===== config.mk =====
export PLATFORM = sky130hd
export DESIGN_NAME = bir_ctrl
export DESIGN_NICKNAME = d
export VERILOG_FILES = /design/src/rtl/bir_pkg.sv /design/src/rtl/bir_sync.sv /design/src/rtl/bir_req_reg.sv /design/src/rtl/bir_status.sv /design/src/rtl/bir_ctrl.sv
export SDC_FILE = /design/constraint.sdc
export NUM_CORES = 1
export LEC_CHECK = 0
export BUFFER_PORTS_ARGS = -buffer_cell sky130_fd_sc_hd__buf_2
export CAP_MARGIN = 30
export CORE_AREA = 2 2 75 77
export DETAILED_ROUTE_END_ITERATION = 10
export DIE_AREA = 0 0 77 79
export PLACE_DENSITY = 0.87
export SLEW_MARGIN = 0
export SYNTH_ARGS = -nofsm -noshare
export SYNTH_HDL_FRONTEND = slang
export SYNTH_SLANG_ARGS = --single-unit

===== constraint.sdc =====
create_clock -name clk_i -period 1.3 [get_ports clk_i]
set_clock_uncertainty 0.2 [all_clocks]
set_input_delay 0.26 -clock clk_i [delete_from_list [all_inputs] [get_ports clk_i]]
set_output_delay 0.26 -clock clk_i [all_outputs]
set_load 0.005 [all_outputs]

===== src/rtl/bir_pkg.sv =====
package bir_pkg;
  localparam int unsigned REG_W  = 32;
  localparam int unsigned HALF_W = 16;

  typedef enum logic [1:0] {
    SEL_NONE,
    SEL_CTRL,
    SEL_STAT
  } sel_e;

  // per-bit masked update: enabled bits take new data, others hold
  function automatic logic [HALF_W-1:0] masked_merge(
    input logic [HALF_W-1:0] old_v,
    input logic [HALF_W-1:0] new_v,
    input logic [HALF_W-1:0] en_v
  );
    return (old_v & ~en_v) | (new_v & en_v);
  endfunction
endpackage


===== src/rtl/bir_sync.sv =====
module bir_sync #(
  parameter int unsigned WIDTH  = 20,
  parameter int unsigned STAGES = 2
) (
  input  logic             clk_i,
  input  logic             rst_ni,
  input  logic [WIDTH-1:0] d_i,
  output logic [WIDTH-1:0] q_o
);
  logic [STAGES-1:0][WIDTH-1:0] pipe_q;

  always_ff @(posedge clk_i or negedge rst_ni) begin
    if (!rst_ni) begin
      pipe_q <= '0;
    end else begin
      pipe_q[0] <= d_i;
      for (int s = 1; s < STAGES; s++) pipe_q[s] <= pipe_q[s-1];
    end
  end

  assign q_o = pipe_q[STAGES-1];
endmodule


===== src/rtl/bir_req_reg.sv =====
module bir_req_reg #(
  parameter int unsigned        NUM_DOM   = 10,
  parameter logic [NUM_DOM-1:0] USED_MASK = 10'h37F
) (
  input  logic               clk_i,
  input  logic               rst_ni,
  input  logic               wr_i,
  input  logic [NUM_DOM-1:0] data_i,
  input  logic [NUM_DOM-1:0] en_i,
  output logic [NUM_DOM-1:0] req_o
);
  import bir_pkg::*;

  logic [HALF_W-1:0] merged;
  assign merged = masked_merge(HALF_W'(req_o), HALF_W'(data_i), HALF_W'(en_i));

  for (genvar g = 0; g < NUM_DOM; g++) begin : g_bit
    if (USED_MASK[g]) begin : g_used
      logic bit_q;
      always_ff @(posedge clk_i or negedge rst_ni) begin
        if (!rst_ni)   bit_q <= 1'b0;
        else if (wr_i) bit_q <= merged[g];
      end
      assign req_o[g] = bit_q;
    end else begin : g_skip
      assign req_o[g] = 1'b0;
    end
  end

  logic unused_merge;
  assign unused_merge = ^merged;
endmodule


===== src/rtl/bir_status.sv =====
module bir_status #(
  parameter int unsigned        NUM_DOM    = 10,
  parameter logic [NUM_DOM-1:0] USED_MASK  = 10'h37F,
  parameter int unsigned        IDLE_SHIFT = 10
) (
  input  logic [NUM_DOM-1:0]          ack_i,
  input  logic [NUM_DOM-1:0]          idle_i,
  output logic [bir_pkg::REG_W-1:0]   status_o
);
  import bir_pkg::*;

  logic [REG_W-1:0] ack_w, idle_w;

  assign ack_w    = REG_W'(ack_i & USED_MASK);
  assign idle_w   = REG_W'(idle_i & USED_MASK) << IDLE_SHIFT;
  assign status_o = ack_w | idle_w;
endmodule


===== src/rtl/bir_ctrl.sv =====
module bir_ctrl #(
  parameter int unsigned        NUM_DOM     = 10,
  parameter logic [NUM_DOM-1:0] USED_MASK   = 10'h37F,
  parameter int unsigned        IDLE_SHIFT  = 10,
  parameter int unsigned        SYNC_STAGES = 2,
  parameter int unsigned        ADDR_W      = 12,
  parameter logic [ADDR_W-1:0]  CTRL_OFF    = 12'h414,
  parameter logic [ADDR_W-1:0]  STAT_OFF    = 12'h484
) (
  input  logic               clk_i,
  input  logic               rst_ni,
  input  logic               wr_en_i,
  input  logic               rd_en_i,
  input  logic [ADDR_W-1:0]  addr_i,
  input  logic [31:0]        wdata_i,
  output logic [31:0]        rdata_o,
  output logic [NUM_DOM-1:0] req_o,
  input  logic [NUM_DOM-1:0] ack_i,
  input  logic [NUM_DOM-1:0] idle_i
);
  import bir_pkg::*;

  localparam int unsigned SYNC_W = 2 * NUM_DOM;
  localparam logic [REG_W-1:0] KEEP_BITS =
    REG_W'({NUM_DOM{1'b1}}) | (REG_W'({NUM_DOM{1'b1}}) << HALF_W);

  sel_e sel;
  always_comb begin
    unique case (addr_i)
      CTRL_OFF: sel = SEL_CTRL;
      STAT_OFF: sel = SEL_STAT;
      default:  sel = SEL_NONE;
    endcase
  end

  logic ctrl_wr;
  assign ctrl_wr = wr_en_i && (sel == SEL_CTRL);

  bir_req_reg #(
    .NUM_DOM   (NUM_DOM),
    .USED_MASK (USED_MASK)
  ) i_req_reg (
    .clk_i  (clk_i),
    .rst_ni (rst_ni),
    .wr_i   (ctrl_wr),
    .data_i (wdata_i[NUM_DOM-1:0]),
    .en_i   (wdata_i[HALF_W +: NUM_DOM]),
    .req_o  (req_o)
  );

  logic [SYNC_W-1:0] sync_q;
  bir_sync #(
    .WIDTH  (SYNC_W),
    .STAGES (SYNC_STAGES)
  ) i_sync (
    .clk_i  (clk_i),
    .rst_ni (rst_ni),
    .d_i    ({idle_i, ack_i}),
    .q_o    (sync_q)
  );

  logic [REG_W-1:0] stat_word;
  bir_status #(
    .NUM_DOM    (NUM_DOM),
    .USED_MASK  (USED_MASK),
    .IDLE_SHIFT (IDLE_SHIFT)
  ) i_status (
    .ack_i    (sync_q[NUM_DOM-1:0]),
    .idle_i   (sync_q[SYNC_W-1:NUM_DOM]),
    .status_o (stat_word)
  );

  logic [REG_W-1:0] ctrl_word, rd_next, rdata_q;
  assign ctrl_word = REG_W'(req_o);

  always_comb begin
    unique case (sel)
      SEL_CTRL: rd_next = ctrl_word;
      SEL_STAT: rd_next = stat_word;
      default:  rd_next = '0;
    endcase
  end

  always_ff @(posedge clk_i or negedge rst_ni) begin
    if (!rst_ni)      rdata_q <= '0;
    else if (rd_en_i) rdata_q <= rd_next;
  end

  assign rdata_o = rdata_q;

  // write bits beyond the populated domains carry no state
  logic unused_wbits;
  assign unused_wbits = ^(wdata_i & ~KEEP_BITS);
endmodule


# Word-level counts from Yosys, hierarchy flattened
# Index checks and enable logic that the tools add are counted.
# word_totals
regBits	81
output_inout_bits	42
input_bits	68
word_cells	24
# op_classes
n_reduce_logical	1
n_mux	2
bitwise	5
n_eq_ne	4
# op_table
op	n
$pmux W32 S2	1
$eq A12 B11 Y1 const B	2
$and A10 B10 Y10	2
$or A10 B20 Y20	1
$not A10 Y10	1
$or A10 B10 Y10	1
$pmux W2 S2	1
$eq A2 B1 Y1 const B	1
$eq A2 B2 Y1 const B	1
$logic_and A1 B1 Y1	1

# Longest topological paths before layout
# Gate-level depths: netlist of run 1.
# logic_depth
ltp_word	4
mapped_depth	7
ltp_nobuf	5

# Hierarchy
# From an unflattened synthesis of run 1, not the netlist that was laid out.
# unflattened
cells_unflattened	283
area_unflattened_um2	3326.9
# by_module_without_submodules
mod	cells_each	area_per_inst_um2	instances	seq_area_each_um2
bir_ctrl	151	1447.6	1	800.8
bir_sync	60	1151.1	1	1001.0
bir_req_reg	39	484.2	1	225.2
bir_status	33	244.0	1	0.0

# Least setup slack after synthesis of run 1
# Ideal clock, no wire load.
# synth_timing
kind	input -> register
startpoint	input addr_i[9]
endpoint	register (tool-made name)
setup_ns	0.125
cell_stages	7
n_path_buf	2
setup_slack_ns	-0.541
required_ns	0.975
arrival_time_ns	1.516
cell_sequence	nor4b_2 > and3_1 > ha_1 > buf_6 > buf_12 > nand3_4 > mux2_4
# synth_rtl
item	line	text
start, declared	bir_ctrl.sv:14	input logic [ADDR_W-1:0] addr_i,

==> impl_metrics.toml, run 1 <==
[run_status]
status = "finished with violations"
violations = "negative setup slack"

[die]
ios = 110
rows = 27
die_w_microns = 77
coreArea_sq_um = 5340
die_h_microns = 79
dieArea_sq_um = 6080
initial_core_util = 0.446

[drt]
ant_nets = 0
drt_iter0_markers = 134
detail_route.wl_per_cell_microns = 16.0
vias = 1821
drc_errors = 0
routed_via_density = 4.67
wl_microns = 6260
firstDrtPassIters = 4

[setup_path]
crit_type = "in2reg"
rrSetupSlack_ns = 0.07
cp_max_fo = 8
worstPathCellList = "buf_6 > nor4b_4 > and3_4 > ha_4 > buf_12 > nand3_4 > mux2_4"
worstSetupStartpoint = "addr_i[11]"
slowest_delay_ns = 0.36
worst-path-buf-inv = 2
path_depth = 7
cp.required_ns = 1.33
r2r_cells = 4
worstSetupStartpointType = "input pin"
cpLargestDelayFamily = "simple AND/OR/NAND/NOR gates"
end_kind = "flip-flop"
r2r-end = "rdata_o[2]"
arrival_ns = 1.74
crit_slowest_cell = "nor4b_4"

[grt]
grt_pass1_wl_microns = 9020
grt.overflow.total = 0
grt_pass1_vias = 1807
antenna_found_initial = 0
track_usage = 0.202
grt_max_degree = 64

[timing]
fin_crit_ns = 1.72
grt_setup_unrepaired = "true"
fin_ws_ns = -0.419
final_hold_viol_count = 0
setup_violations = 45
maxSlewViolCount = 0
period_share = 1.32
fmax_mhz = 582
fin_tns_setup_ns = -7.56
whs_ns = 0.0685

[final_layout]
layout_commonest_cell = "buf_2"
nNetsFinal = 384
area_growth_syn_to_layout_pct = 56.5
layout_common_cells = "buf_2, dfrtp_1, dlygate4sd3_1"
postLayoutCellArea_sq_um = 3720
final_util = 0.698
antenna_cells = 0
drive_gt1_frac = 0.541

[synth]
ys_warn_count = 0
synthDistinctLibCells = 20
ys_ff_latch = 63
ys_top_cells_by_area = "dfrtp_1, buf_4, nand3_1"
syn_area_sq_um = 2380
yosysTopAreaCell = "dfrtp_1"
syn_inst = 180
synthDominantCellAreaShare = 0.663
avgSynthCellArea_sq_um = 13.2
ys_seq_area_frac = 0.663

[place]
place_hpwl_microns = 3090
place_congestion = 0.767
io_buffers = 78
dpl_cell_area_sq_um = 2810

[clock_network]
cts_made_buffers = 9
ctsLongestPathBuffers = 2
root_buffer = "clkbuf_8"
cts_max_level = 3
clk_pin_slew_ns = 0.07
clk_latency_ns = 0.34
cts_tree = "yes"
clock-sinks = 63

[pwr]
power_leakage_nw = 1.80
powerDensity_nw_per_um2 = 1030
ir_drop_uv = 715

[run]
max_cap_violations = 0

[min_path]
worstHoldPathType = "in2reg"
## metal layers
metal	global-route usage	vias up	wire length [microns]
met1	0.229	899	2470
met3	0.0432	14	305
met2	0.363	76	3290
met4	0.0982	0	191
met5	0	-	0
li1	-	832	-
## final cells by class
class | instances | area, sq um
fillers | 396 | 1610
flip-flops and latches | 63 | 1580
repair buffers | 142 | 1040
multi-input cells | 80 | 762
clock buffers | 12 | 165
well taps | 72 | 90.1
inverters | 18 | 67.6
clock inverters | 3 | 17.5
## report_power, final
group | total, mW | switching, mW | internal (mW)
Clock | 1.54 | 0.708 | 0.830
Sequential | 2.04 | 0.0216 | 2.02
Combinational | 0.265 | 0.127 | 0.138
## synth_stat cells (all sizes together)
| library cell | n |
|---|---|
| nand3 | 20 |
| nor4b | 4 |
| a22oi | 9 |
| buf | 33 |
| ha | 2 |
| mux2 | 9 |
| o22ai | 9 |
| o21ai | 9 |
| nand2b | 1 |
| and3 | 2 |
| conb | 1 |
| dfrtp | 63 |
| inv | 18 |
## logic make-up (layout without fill, tap and decap cells)
group,Yosys count,in the layout,synth area share
fa+ha+maj,2,2,0.0105
other cells,1,15,0.00158
simple gates,27,27,0.0752
flops,63,63,0.663
compound gates,27,27,0.0710
buf+inv,51,175,0.135
mux,9,9,0.0442
## repair_timing
item | 4_1_cts | 5_1_grt
setup buffers | 21 | 9
hold endpoints to repair | 90 | 0
gates cloned | 1 | 0
setup endpoints to repair | 54 | 54
hold buffers | 28 | 0
gates resized for setup | 29 | 7
pin swaps | 12 | 7
## metrics by stage
step	setup WS (ns)	cells	total power, mW
5_1_grt	-0.436	390	3.96
3_3_place_gp	-0.662	316	2.24
3_5_place_dp	-0.705	316	2.25
2_1_floorplan	-0.487	194	2.14
4_1_cts	-0.335	381	3.85
6_report	-0.419	390	3.84
## tightest hold or removal path: cells and delay by family
family                 cells  cell delay, ns
buffers and inverters      1            0.10
multiplexers               1            0.14
AND/OR/NAND/NOR            1            0.07
## how the worst min path moves through the flow
stage | end | depth (start not counted) | from
floorplan | asynchronous set/reset pin | 0 | rst_ni
global placement | i_sync.pipe_q[11] | 2 | rst_ni
detailed placement | i_sync.pipe_q[12] | 2 | rst_ni
CTS | flip-flop | 3 | wdata_i[20]
global route | flip-flop | 3 | wdata_i[25]
finish | flip-flop | 3 | wdata_i[25]
Note: power is estimated with default switching activity, not from simulation.
==> run 2: changes to the inputs <==
- ABC_AREA: default -> 1
- CORE_AREA: 2 2 75 77 -> 2 2 77 79
- CTS_CLUSTER_SIZE: default -> 8
- DIE_AREA: 0 0 77 79 -> 0 0 79 81
- PLACE_DENSITY: 0.87 -> 0.85
==> run 2 against run 1 <==
Net effect: the run still ends with negative setup slack left; fmax grew 27%; final area grew 6.6%; die area grew 5.2%; sequential cell count is the same; register-to-register slack gained 0.03 ns.
==> impl_metrics.toml, run 2 <==
[timing]
setup_violations = 32
final_hold_viol_count = 0
maxSlewViolCount = 0
fin_crit_ns = 1.35
grt_setup_unrepaired = "true"
fin_ws_ns = -0.0548
fmax_mhz = 738
period_share = 1.04

[drt]
drc_errors = 0
drt_iter0_markers = 119
routed_via_density = 4.56
vias = 2128
firstDrtPassIters = 4
wl_microns = 6520
ant_nets = 0
detail_route.wl_per_cell_microns = 14.0

[die]
initial_core_util = 0.435
die_h_microns = 81
rows = 28
dieArea_sq_um = 6400
die_w_microns = 79
coreArea_sq_um = 5680
ios = 110

[clock_network]
clk_latency_ns = 0.33
root_buffer = "clkbuf_8"
cts_tree = "yes"
ctsLongestPathBuffers = 2
clk_pin_slew_ns = 0.06
cts_max_level = 3
clock-sinks = 63
cts_made_buffers = 9

[pwr]
seqPwrFrac = 0.461
power_frac_comb = 0.072
ir_drop_uv = 792
powerDensity_nw_per_um2 = 1110
power_leakage_nw = 2.18
internal_power_mw = 3.55
clkPwrFrac = 0.467
swShare = 0.196
switching_power_mw = 0.864

[setup_path]
worstSetupStartpointType = "input pin"
cp_max_fo = 4
crit_type = "in2reg"
end_kind = "flip-flop"
cp.required_ns = 1.32
arrival_ns = 1.38

[synth]
synthArstFlopShare = 1.00
synthDistinctLibCells = 15
avgSynthCellArea_sq_um = 10.1
synth_commonest_cells = "nand2_1, dfrtp_1, buf_4"
yosysTopAreaCell = "dfrtp_1"
syn_inst = 245
syn_area_sq_um = 2470
ys.flop_type = "dfrtp_1"
ys_ff_latch = 63
synth_edf_count = 0
ys_seq_area_frac = 0.638
synth_most_common_cell = "nand2_1"
ys_top_cells_by_area = "dfrtp_1, nand2_1, buf_4"
synthDominantCellAreaShare = 0.638
ys_warn_count = 0

[final_layout]
drive_gt1_frac = 0.474
layout_commonest_cell = "nand2_1"
layout_common_cells = "nand2_1, buf_2, dfrtp_1"
n_fill_cell = 393
antenna_cells = 0
area_growth_syn_to_layout_pct = 60.6
nNetsFinal = 458
postLayoutCellArea_sq_um = 3970
stdcell_count = 467

[place]
post-place-cells = 387
io_buffers = 78
dpl_cell_area_sq_um = 2900
place_congestion = 0.763
place_hpwl_microns = 3280

[grt]
grt_pass1_wl_microns = 8980
grt_pass1_vias = 1963
grt.overflow.total = 0
track_usage = 0.190
antenna_found_initial = 0
grt_max_degree = 39

[run_status]
status = "finished with violations"
violations = "negative setup slack"

[run]
max_cap_violations = 0

[min_path]
worstHoldPathType = "in2reg"
[run 2: cell types whose count changed after synthesis, moves of 7 or more]
cell,previous run,this run
mux2_2,7,0
nand2_1,0,106
a22oi_1,9,0
o21ai_0,9,0
o22ai_1,9,0
[run 2: worst paths after layout]
check	from	endpoint	slack, ns	depth (start not counted)
min in group asynchronous	rst_ni	rdata_o[10]	0.24	3
worst min-delay path	rd_en_i	rdata_o[13]	0.07	3
worst max register to register	flip-flop	rdata_o[1]	0.10	6
worst max-delay path	addr_i[3]	flip-flop	-0.05	12
max in group asynchronous	rst_ni	asynchronous set/reset pin	0.34	3
worst min register to register	i_sync.pipe_q[0]	i_sync.q_o[0]	0.15	0
[run 2: cell type report]
class                      instances  area (sq um)  area share
clock buffer                      12           155      0.0391
clock inverter                     3          90.1      0.0227
tap                               75          93.8      0.0237
inverter                          14          87.6      0.0221
timing repair inverter             2          27.5     0.00694
multi-input combinational        153           877       0.221
timing repair buffer             145          1060       0.267
sequential                        63          1580       0.397
[run 2: cell families (layout without fill, tap and decap cells)]
logic type               Yosys count  in the layout  share of synthesized area
other                              1             15                    0.00152
flip-flops                        63             63                      0.638
buffers and inverters             44            176                      0.123
adder cells (fa/ha/maj)            2              2                     0.0101
AND/OR/NAND/NOR                  135            136                      0.228
[run 2: repair_timing]
action	CTS	global route
hold endpoints to repair	90	0
hold buffers	37	0
pin swaps	10	28
resized for setup	27	45
endpoints found under the setup margin	53	54
setup buffers	15	10
gates cloned	2	1
[run 2: critical path, cell delays in order]
cell and delay [ns]:
buf_6 0.10, clkinv_4 0.04, nand2_4 0.04, nor2_4 0.17
nand2_4 0.08, nor2_4 0.11, ha_4 0.20, nand2_8 0.11
inv_8 0.09, nand2_2 0.05, nand2_1 0.06, nand2_1 0.05
[run 2: metal layers]
layer,routed length [microns],vias up,global-route usage,share of wire
met4,192,0,0.110,0.029
li1,-,992,-,-
met1,2310,1020,0.208,0.35
met3,424,18,0.0433,0.065
met5,0,-,0,0
met2,3590,98,0.338,0.55
[run 2: power groups by stage]
stage	clock (mW)	combinational, mW	sequential (mW)
floorplan	0	0.0849	2.07
global placement	0	0.181	2.07
detailed placement	0	0.186	2.07
CTS	2.09	0.296	2.04
global route	2.19	0.349	2.04
finish	2.06	0.319	2.04
[run 2: stage by stage]
step           power [mW]  hold slack, ns  setup TNS (ns)  utilization  setup WS [ns]
6_report             4.42          0.0748          -0.786        0.699        -0.0548
5_1_grt              4.58          0.0723           -2.20        0.699        -0.0968
4_1_cts              4.42          0.0621          -0.503        0.658        -0.0314
3_5_place_dp         2.26          0.0684          -11.50        0.511         -0.467
3_3_place_gp         2.25          0.0685          -10.49        0.511         -0.416
2_1_floorplan        2.15          -0.236           -4.22            -         -0.265
